## config.mk

```make
export PLATFORM = sky130hd
export DESIGN_NAME = i2c_ivu
export DESIGN_NICKNAME = d
export VERILOG_FILES = /design/src/rtl/i2c_ivu_pkg.sv /design/src/rtl/i2c_ivu_flags.sv /design/src/rtl/i2c_ivu_prio.sv /design/src/rtl/i2c_ivu.sv
export SDC_FILE = /design/constraint.sdc
export NUM_CORES = 1
export LEC_CHECK = 0
export BUFFER_PORTS_ARGS = -buffer_cell sky130_fd_sc_hd__buf_2
export CAP_MARGIN = 20
export CORE_MARGIN = 2
export CORE_UTILIZATION = 37
export DETAILED_ROUTE_END_ITERATION = 8
export PLACE_DENSITY_LB_ADDON = 0.08
export SLEW_MARGIN = 10
export SYNTH_ARGS = -nofsm -noshare
export SYNTH_HDL_FRONTEND = slang
export SYNTH_SLANG_ARGS = --single-unit
```

## constraint.sdc

```tcl
create_clock -name clk_i -period 3.8 [get_ports clk_i]
set_input_delay 0.76 -clock clk_i [delete_from_list [all_inputs] [get_ports clk_i]]
set_output_delay 0.76 -clock clk_i [all_outputs]
set_load 0.02 [all_outputs]
```

## src/rtl/i2c_ivu_pkg.sv

```systemverilog
package i2c_ivu_pkg;
  localparam int unsigned NUM_EV   = 7;
  localparam int unsigned DW       = 16;
  localparam int unsigned AW       = 8;
  localparam int unsigned CODE_W   = $clog2(NUM_EV + 1);
  localparam int unsigned RX_BIT   = 3;
  localparam int unsigned TX_BIT   = 4;
  localparam int unsigned RSF_BIT  = 11;
  localparam int unsigned BB_BIT   = 12;
  localparam logic [AW-1:0] OFS_MASK = 8'h04;
  localparam logic [AW-1:0] OFS_STAT = 8'h08;
  localparam logic [AW-1:0] OFS_VEC  = 8'h28;
endpackage

```

## src/rtl/i2c_ivu_flags.sv

```systemverilog
module i2c_ivu_flags
  import i2c_ivu_pkg::*;
(
  input  logic              clk_i,
  input  logic              rst_ni,
  input  logic [NUM_EV-1:0] set_i,
  input  logic [NUM_EV-1:0] clr_i,
  output logic [NUM_EV-1:0] flags_o
);
  for (genvar k = 0; k < NUM_EV; k++) begin : g_flag
    always_ff @(posedge clk_i or negedge rst_ni) begin
      if (!rst_ni)        flags_o[k] <= 1'b0;
      else if (set_i[k])  flags_o[k] <= 1'b1;   // set wins over clear
      else if (clr_i[k])  flags_o[k] <= 1'b0;
    end
  end
endmodule

```

## src/rtl/i2c_ivu_prio.sv

```systemverilog
module i2c_ivu_prio
  import i2c_ivu_pkg::*;
(
  input  logic [NUM_EV-1:0] pend_i,
  output logic [CODE_W-1:0] code_o,
  output logic [NUM_EV-1:0] sel_o
);
  // lowest index wins: scan downward so the last hit is the lowest
  always_comb begin
    code_o = '0;
    sel_o  = '0;
    for (int k = NUM_EV - 1; k >= 0; k--) begin
      if (pend_i[k]) begin
        code_o = CODE_W'(k + 1);
        sel_o  = NUM_EV'(1) << k;
      end
    end
  end
endmodule

```

## src/rtl/i2c_ivu.sv

```systemverilog
module i2c_ivu
  import i2c_ivu_pkg::*;
(
  input  logic              clk_i,
  input  logic              rst_ni,
  input  logic [AW-1:0]     addr_i,
  input  logic              wr_en_i,
  input  logic              rd_en_i,
  input  logic [DW-1:0]     wdata_i,
  output logic [DW-1:0]     rdata_o,
  input  logic [NUM_EV-1:0] event_i,
  input  logic              bus_busy_i,
  input  logic              rs_full_i,
  input  logic              rx_data_rd_i,
  input  logic              tx_data_wr_i,
  output logic              irq_o
);
  localparam logic [NUM_EV-1:0] KEEP_ON_RD = NUM_EV'((1 << RX_BIT) | (1 << TX_BIT));

  logic [NUM_EV-1:0] flags_q, mask_q, pend, sel, clr;
  logic [CODE_W-1:0] code;
  logic [DW-1:0]     stat_word, rd_mux;
  logic              wr_mask, wr_stat, rd_vec;

  assign wr_mask = wr_en_i && (addr_i == OFS_MASK);
  assign wr_stat = wr_en_i && (addr_i == OFS_STAT);
  assign rd_vec  = rd_en_i && (addr_i == OFS_VEC);
  assign pend    = flags_q & mask_q;

  i2c_ivu_prio u_prio (
    .pend_i (pend),
    .code_o (code),
    .sel_o  (sel)
  );

  always_comb begin
    clr = '0;
    if (wr_stat) clr = clr | wdata_i[NUM_EV-1:0];
    if (rd_vec)  clr = clr | (sel & ~KEEP_ON_RD);
    clr[RX_BIT] = clr[RX_BIT] | rx_data_rd_i;
    clr[TX_BIT] = clr[TX_BIT] | tx_data_wr_i;
  end

  i2c_ivu_flags u_flags (
    .clk_i   (clk_i),
    .rst_ni  (rst_ni),
    .set_i   (event_i),
    .clr_i   (clr),
    .flags_o (flags_q)
  );

  always_ff @(posedge clk_i or negedge rst_ni) begin
    if (!rst_ni)      mask_q <= '0;
    else if (wr_mask) mask_q <= wdata_i[NUM_EV-1:0];
  end

  always_comb begin
    stat_word = '0;
    stat_word[NUM_EV-1:0] = flags_q;
    stat_word[RSF_BIT]    = rs_full_i;
    stat_word[BB_BIT]     = bus_busy_i;
  end

  always_comb begin
    unique case (addr_i)
      OFS_MASK: rd_mux = DW'(mask_q);
      OFS_STAT: rd_mux = stat_word;
      OFS_VEC:  rd_mux = DW'(code);
      default:  rd_mux = '0;
    endcase
  end

  always_ff @(posedge clk_i or negedge rst_ni) begin
    if (!rst_ni)      rdata_o <= '0;
    else if (rd_en_i) rdata_o <= rd_mux;
  end

  assign irq_o = |pend;
endmodule

```

==> flow_metrics.py, run 1 <==
metrics = {
    "synthesis": {
        "synth_edf_count": 0,
        "seq_area_frac_synth_pct": 45.41,
        "synthMostInstantiatedCell": "dfrtp_1",
        "ys_types": 32,
        "avgSynthCellArea_sq_um": 9.980,
        "synth.ff_latch_count": 23,
        "synth-main-ff-cell": "dfrtp_1",
        "synth-async-reset-ratio_pct": 100.0,
        "synth_area_leaders": "dfrtp_1, mux2_2, a22oi_1",
        "yosys.area.top_type": "dfrtp_1",
        "netlist_instances": 127,
        "ys_warn_count": 0,
        "yosys-top-cells-count": "dfrtp_1, nand2_1, a22oi_1, a31o_2, inv_1",
        "synth_top_area_share_pct": 45.41,
        "synthesis.area_sq_um": 1267,
    },
    "outcome": {
        "status": "finished clean",
    },
    "detailed_routing": {
        "avgViaCountPerCell": 5.335,
        "first_pass_iters": 4,
        "wl_per_cell_microns": 13.60,
        "num_vias": 1147,
        "drt_iter0_markers": 48,
        "drc_errors": 0,
        "drtAntennaViolNets": 0,
        "drt_wl_total_microns": 2924,
    },
    "critical_path": {
        "worstPathCellList": "a22oi_1 > and3_1 > nand2_1 > buf_2",
        "max_stage_delay_ps": 460,
        "critPathCaptureType": "output pin",
        "cp-start-kind": "register",
        "worst-path-buf-inv": 1,
        "critPathKind": "reg -> out",
        "critPathSlowestCell": "dfrtp_1",
        "crit_fanout": 6,
        "required_ps": 3040,
        "critPathArrivalTime_ps": 1510,
        "path_delay_family": "flip-flops",
    },
    "die": {
        "pin_count": 56,
        "die_h_microns": 62.53,
        "start_util_pct": 38.28,
        "die_width_microns": 62.53,
        "core_sq_um": 3311,
        "row_count": 21,
        "die_area_sq_um": 3910,
    },
    "place": {
        "dp_worst_setup_slack_ps": 1299,
        "dp_cells": 211,
        "dpl.hpwl_microns": 2325,
        "place_congestion": 0.8272,
        "port_buffers": 39,
    },
    "sta": {
        "rsz0062_at_grt": "false",
        "clock_skew_ps": 6.730,
        "hold_viol": 0,
        "setup_violations": 0,
        "layout_setup_ws_ps": 1533,
        "tightest_slew_ps": 639.3,
        "tns_ps": 0,
        "period_needed_ps": 2267,
        "min_period_over_period_pct": 59.66,
        "fmax_ghz": 0.4411,
        "slew_headroom_pct": 57.15,
        "slew_viol_final": 0,
    },
    "clocking": {
        "clkTransAtPathRegs_ps": 130,
        "cts.sinks": 23,
        "htreeDepth": 1,
        "insertion_delay_ps": 310,
        "clockRootBuffer": "clkbuf_4",
        "postCtsSetupBuffers": 0,
        "clock_path_buffers": 2,
        "cts-buffers-inserted": 3,
        "cts_hold_buffers": 0,
        "cts_tree": "yes",
        "ctsResizeCount": 0,
    },
    "cells_and_area": {
        "nets": 209,
        "drive_gt1_share_pct": 38.46,
        "syn_to_final_growth_pct": 19.94,
        "seqCellArea_sq_um": 575.6,
        "nFillCells": 344,
        "finalNonFillerCells": 215,
        "finish.utilization_pct": 45.92,
        "antenna_cells": 0,
        "multi_input_area_sq_um": 631.9,
    },
    "power": {
        "clkPwrFrac_pct": 26.6,
        "vdd_ir_drop_max_uv": 153.7,
        "p_comb_share_pct": 14.8,
        "p_leak_uw": 0.0007025,
        "pwr-share-seq_pct": 58.6,
        "p_int_uw": 316.0,
        "power.density_nw_per_um2": 287.6,
        "power.switching_uw": 121.2,
        "netSwitchingFraction_pct": 27.72,
    },
    "flow_run": {
        "drv_cap": 0,
    },
    "global_route": {
        "antenna_found_initial": 0,
        "grt-ovfl-total": 0,
        "grt_pass1_vias": 1101,
        "grt_pass1_wl_microns": 4926,
        "grt_util_all_layers_pct": 15.50,
        "grt_max_degree": 24,
    },
    "hold_path": {
        "hold_path_class": "in -> async",
    },
}
cells in the final DEF, fill, tap and decap left out, drive strengths merged, types with 2 or more instances in the layout:
cell type  count
buf           39
dfrtp         23
nand2         17
a22oi         10
inv            8
a31o           8
nand3          7
mux2           7
conb           7
nor2           5
o2bb2ai        5
nor3           4
o21ai          3
clkbuf         3
and3           2
nor2b          2
or2            2
a21oi          2
or4            2
or4b           2
through the flow:
stage / hold WS, ps / area (sq um) / total power, uW
6_report: 393.7 / 1520 / 437.2
5_1_grt: 414.1 / 1520 / 461.4
4_1_cts: 405.2 / 1520 / 442.2
3_5_place_dp: 477.3 / 1490 / 326.3
3_3_place_gp: 471.4 / 1490 / 324.4
2_1_floorplan: 464.4 / 1290 / 298.8
power groups by stage:
stage | clock network (uW) | logic, uW | registers, uW
after floorplan | 0 | 39.5 | 259
after global placement | 0 | 63.8 | 261
after detailed placement | 0 | 65.4 | 261
after CTS | 120 | 65.7 | 256
after global routing | 132 | 72.5 | 257
final | 116 | 64.7 | 256
state kept, by name, indices dropped and copies added (netlist names):
register / flops
rdata_o: 9
u_flags.flags_o: 7
mask_q: 7
area by class of cell:
| type | instances | area share [%] |
|---|---|---|
| clock buffer | 3 | 1.481 |
| clock inverter | 1 | 0.4938 |
| inverter | 8 | 1.975 |
| multi-input combinational | 95 | 41.56 |
| sequential | 23 | 37.86 |
| tap | 46 | 3.786 |
| timing repair buffer | 39 | 12.84 |
final timing paths:
check,from,end,slack (ps),cells after the start
max,mask_q[1],irq_o,1530,4
min,rst_ni,mask_q[3],390,1
max reg2reg,mask_q[1],u_flags.flags_o[5],2390,4
min reg2reg,rdata_o[3],rdata_o[3],510,1
max in group asynchronous,rst_ni,rdata_o[1],3050,1
min in group clk_i,rdata_o[3],rdata_o[3],510,1
worst register-to-register path: cells and delay by family (launching register included):
family	cells	cell delay [ps]
flops	1	460
simple gates	2	330
compound gates	2	530
per-layer routing:
layer,vias up,wire length (microns),track usage (%)
li1,546,-,-
met1,564,1330,19.91
met2,33,1409,26.34
met3,4,151,2.883
met4,0,34,5.000
met5,-,0,0
cells by family (layout without fill, tap and decap cells):
family,after synthesis,after routing,share of synthesized area (%)
flip-flops,23,23,45.41
AO/OA/AOI/OAI,34,34,21.32
buffers and inverters,15,51,6.515
multiplexers,7,7,6.219
other,1,7,0.2959
AND/OR/NAND/NOR,47,47,20.24
Power figures use the tool's default switching activity.
==> inputs of run 2 (changes only) <==
clock period = 2.2 ns   (was 3.8 ns; I/O delays follow)
==> flow_metrics.py, run 2 (synthesis gave the netlist of run 1 again) <==
metrics = {
    "clocking": {
        "cts.sinks": 23,
        "clkTransAtPathRegs_ps": 140,
        "insertion_delay_ps": 320,
        "cts_hold_buffers": 0,
        "cts_tree": "yes",
        "htreeDepth": 1,
        "cts-buffers-inserted": 3,
        "clockRootBuffer": "clkbuf_4",
        "ctsResizeCount": 0,
        "clock_path_buffers": 2,
        "postCtsSetupBuffers": 0,
    },
    "cells_and_area": {
        "nets": 212,
        "final_common_cell": "buf_2",
        "largest_register": "rdata_o",
        "seqCellArea_sq_um": 575.6,
        "finalNonFillerCells": 218,
        "top_regs": "rdata_o: 9 flops, mask_q: 7 flops, u_flags.flags_o: 7 flops",
        "most-common-layout-cells": "buf_2, dfrtp_1, nand2_1",
        "stdcell_area_sq_um": 1543,
        "multi_input_area_sq_um": 631.9,
        "syn_to_final_growth_pct": 21.72,
        "nFillCells": 343,
        "antenna_cells": 0,
        "largest_reg_flops": 9,
        "drive_gt1_share_pct": 39.53,
    },
    "global_route": {
        "grtUsageMet3_pct": 3.243,
        "grt_max_degree": 24,
        "busiest_layer": "met2",
        "grtUsageMet2_pct": 25.54,
        "grt_pass1_vias": 1125,
        "grtUsageMet1_pct": 21.06,
        "antenna_found_initial": 0,
        "grt_pass1_wl_microns": 5016,
        "grt_util_all_layers_pct": 16.12,
        "grt-ovfl-total": 0,
    },
    "critical_path": {
        "critPathArrivalTime_ps": 1510,
        "cp-start-kind": "register",
        "reg2reg_slack_ps": 800,
        "crit_fanout": 6,
        "critPathKind": "reg -> out",
        "r2r_start": "mask_q[1]",
        "required_ps": 1760,
        "critPathCaptureType": "output pin",
        "critPathLaunch": "mask_q[1]",
    },
    "sta": {
        "tns_ps": 0,
        "min_period_over_period_pct": 88.60,
        "layout_setup_ws_ps": 250.8,
        "period_needed_ps": 1949,
        "setup_violations": 0,
        "tightest_slew_ps": 512.5,
        "slew_headroom_pct": 65.83,
        "rsz0062_at_grt": "false",
        "hold_viol": 0,
        "fmax_ghz": 0.5130,
        "clock_skew_ps": 8.251,
        "slew_viol_final": 0,
    },
    "die": {
        "core_sq_um": 3311,
        "die_width_microns": 62.53,
        "pin_count": 56,
        "die_area_sq_um": 3910,
        "die_h_microns": 62.53,
        "start_util_pct": 38.28,
        "row_count": 21,
    },
    "flow_run": {
        "drv_cap": 0,
    },
    "place": {
        "place_congestion": 0.8272,
        "dp_cells": 214,
        "place_area_sq_um": 1513,
        "port_buffers": 39,
        "dpl.hpwl_microns": 2297,
        "dp_worst_setup_slack_ps": 218.6,
    },
    "detailed_routing": {
        "wl_per_cell_microns": 13.28,
        "avgViaCountPerCell": 5.211,
        "drtAntennaViolNets": 0,
        "drt_iter0_markers": 56,
        "drc_errors": 0,
        "first_pass_iters": 4,
        "drt_wl_total_microns": 2896,
        "num_vias": 1136,
    },
    "outcome": {
        "status": "finished clean",
    },
    "power": {
        "vdd_ir_drop_max_uv": 240.8,
        "power.density_nw_per_um2": 492.4,
        "p_leak_uw": 0.0007175,
        "fin_total_pwr_uw": 759.6,
    },
    "hold_path": {
        "hold_path_class": "in -> async",
    },
}
-- run 2: routing by layer --
| metal | up-vias | part of all wire [%] |
|---|---|---|
| li1 | 555 | - |
| met1 | 543 | 46 |
| met2 | 33 | 46 |
| met3 | 5 | 6.1 |
| met4 | 0 | 1.8 |
| met5 | - | 0 |
-- run 2: layout make-up --
cell class / instances / share of cell area [%]
Multi-Input combinational cell: 95 / 40.96
Sequential cell: 23 / 37.31
Timing Repair Buffer: 42 / 14.11
Tap cell: 46 / 3.731
Inverter: 8 / 1.946
Clock buffer: 3 / 1.460
Clock inverter: 1 / 0.4866
-- run 2: path summary, 6_finish.rpt --
kind | to | cells after the start
max | irq_o | 4
min | mask_q[3] | 1
max reg2reg | u_flags.flags_o[5] | 4
min reg2reg | rdata_o[4] | 1
max in group asynchronous | rdata_o[1] | 1
min in group clk_i | u_flags.flags_o[3] | 2
-- run 2: worst max-delay path, stage by stage, from the launching register on --
cell and delay (ps):
dfrtp_1 450, a22oi_1 270, and3_1 240, nand2_1 60
buf_2 170
-- run 2: per-stage QoR --
stage | hold slack, ps | util (%)
finish | 62.79 | 46.60
floorplan | 144.4 | -
global placement | 437.3 | 45.69
global route | 92.82 | 46.60
detailed placement | 445.0 | 45.69
CTS | 77.99 | 46.60
-- run 2: power breakdown --
group / total, uW / switching [uW] / internal (uW)
clock: 205 / 136 / 69.5
combinational: 112 / 66.9 / 45.0
sequential: 442 / 10.6 / 432
total: 760 / 213 / 546
==> inputs of run 3 (changes only) <==
CELL_PAD_IN_SITES_DETAIL_PLACEMENT = 1   (was not set)
CELL_PAD_IN_SITES_GLOBAL_PLACEMENT = 1   (was not set)
CORE_UTILIZATION = 34   (was 37)
==> flow_metrics.py, run 3 (synthesis gave the netlist of run 1 again) <==
metrics = {
    "outcome": {
        "status": "finished clean",
    },
    "detailed_routing": {
        "first_pass_iters": 4,
        "drt_iter0_markers": 27,
        "drc_errors": 0,
        "m1WireLength_microns": 1423,
        "wl_met2_microns": 1723,
        "num_vias": 1173,
        "drt_wl_total_microns": 3355,
        "highest_layer": "met4",
        "avgViaCountPerCell": 5.332,
        "wl_per_cell_microns": 15.25,
        "dr_wl_met3_microns": 160,
        "drtAntennaViolNets": 0,
    },
    "global_route": {
        "antenna_found_initial": 0,
        "grt_pass1_wl_microns": 5865,
        "grt_util_all_layers_pct": 17.97,
        "grt_max_degree": 24,
        "grt-ovfl-total": 0,
        "grt_pass1_vias": 1267,
    },
    "die": {
        "die_area_sq_um": 4232,
        "start_util_pct": 34.88,
        "die_h_microns": 65.06,
        "pin_count": 56,
        "die_width_microns": 65.06,
        "core_sq_um": 3633,
        "row_count": 22,
    },
    "cells_and_area": {
        "antenna_cells": 0,
        "finish.utilization_pct": 42.98,
        "final_common_cell": "buf_2",
        "nets": 212,
        "largest_reg_flops": 9,
        "top_regs": "rdata_o: 9 flops, mask_q: 7 flops, u_flags.flags_o: 7 flops",
        "most-common-layout-cells": "buf_2, dfrtp_1, nand2_1",
        "largest_register": "rdata_o",
        "syn_to_final_growth_pct": 23.20,
        "nFillCells": 441,
        "drive_gt1_share_pct": 39.53,
    },
    "clocking": {
        "ctsResizeCount": 0,
        "clkTransAtPathRegs_ps": 80,
        "cts-buffers-inserted": 3,
        "cts_tree": "yes",
        "cts_hold_buffers": 0,
        "insertion_delay_ps": 260,
        "postCtsSetupBuffers": 0,
        "clock_path_buffers": 2,
        "clockRootBuffer": "clkbuf_8",
        "htreeDepth": 1,
        "cts.sinks": 23,
    },
    "sta": {
        "min_period_over_period_pct": 87.23,
        "rsz0062_at_grt": "false",
        "slew_viol_final": 0,
        "tns_ps": 0,
        "hold_viol": 0,
        "period_needed_ps": 1919,
        "setup_violations": 0,
        "slew_headroom_pct": 65.18,
        "tightest_slew_ps": 515.7,
        "fmax_ghz": 0.5211,
        "clock_skew_ps": 4.921,
    },
    "flow_run": {
        "drv_cap": 0,
    },
    "place": {
        "dpl.hpwl_microns": 2687,
        "port_buffers": 39,
        "place_congestion": 0.7586,
    },
    "critical_path": {
        "r2r-end": "u_flags.flags_o[5]",
        "worstRegToRegCells": 4,
        "critPathCaptureType": "output pin",
        "cp-start-kind": "register",
        "critPathSlowestCell": "dfrtp_1",
        "r2r_start": "mask_q[1]",
        "critPathLaunch": "mask_q[1]",
        "max_stage_delay_ps": 440,
        "critPathArrivalTime_ps": 1480,
        "reg2reg_slack_ps": 770,
        "worstPathCellList": "a22oi_1 > and3_1 > nand2_1 > buf_2",
        "crit_path_end": "irq_o",
        "required_ps": 1760,
        "critPathKind": "reg -> out",
        "crit_fanout": 6,
    },
    "power": {
        "power.density_nw_per_um2": 524.2,
        "vdd_ir_drop_max_uv": 222.6,
        "p_leak_uw": 0.0007291,
    },
    "hold_path": {
        "hold_path_class": "in -> async",
    },
}
-- run 3: cell count changes in the layout (fill, tap and decap cells not counted) --
cell and delta:
clkinv_2 +1, clkinvlp_4 -1, clkbuf_4 -3, clkbuf_8 +3
-- run 3: final cells by class --
cell class / count / area, sq um / share of cell area [%]
flip-flops and latches: 23 / 575.6 / 36.86
clock buffers: 3 / 41.29 / 2.644
repair buffers: 42 / 217.7 / 13.94
inverters: 8 / 30.03 / 1.923
clock inverters: 1 / 5.005 / 0.3205
well taps: 48 / 60.06 / 3.846
multi-input cells: 95 / 631.9 / 40.46
-- run 3: worst max-delay path, delay by kind of cell (launching register included) --
family	cells	cell delay [ps]
AND/OR/NAND/NOR	2	310
AO/OA/AOI/OAI	1	300
buffers and inverters	1	170
flip-flops	1	440
-- run 3: worst min-delay path by stage --
stage                  end    from  cells after the start
2_1_floorplan    mask_q[0]  rst_ni                      0
3_3_place_gp   rdata_o[12]  rst_ni                      1
4_1_cts        rdata_o[12]  rst_ni                      1
3_5_place_dp   rdata_o[12]  rst_ni                      1
6_report       rdata_o[12]  rst_ni                      1
5_1_grt          mask_q[1]  rst_ni                      1
-- run 3: report_power, final --
part           internal (uW)  switching (uW)  leakage (uW)  total [uW]
Combinational           45.1            70.2      0.000416         115
Clock                    126             134     0.0000255         260
Sequential               431            11.6      0.000288         443
Total                    603             216      0.000729         819
-- run 3: layer usage --
layer	global-route usage, %	up-vias
li1	-	551
met1	22.12	588
met2	31.70	30
met3	3.299	4
met4	5.729	0
met5	0	-
-- run 3: through the flow --
step / cell area [sq um] / power (uW) / hold slack [ps] / worst slack [ps] / cells
finish: 1562 / 818.5 / 138.0 / 281.0 / 220
floorplan: 1290 / 516.1 / 144.4 / 410.6 / 133
global placement: 1515 / 562.3 / 450.1 / 244.8 / 216
detailed placement: 1515 / 567.5 / 456.1 / 217.2 / 216
global route: 1562 / 867.2 / 180.2 / 103.3 / 220
CTS: 1562 / 837.3 / 160.3 / 260.9 / 220
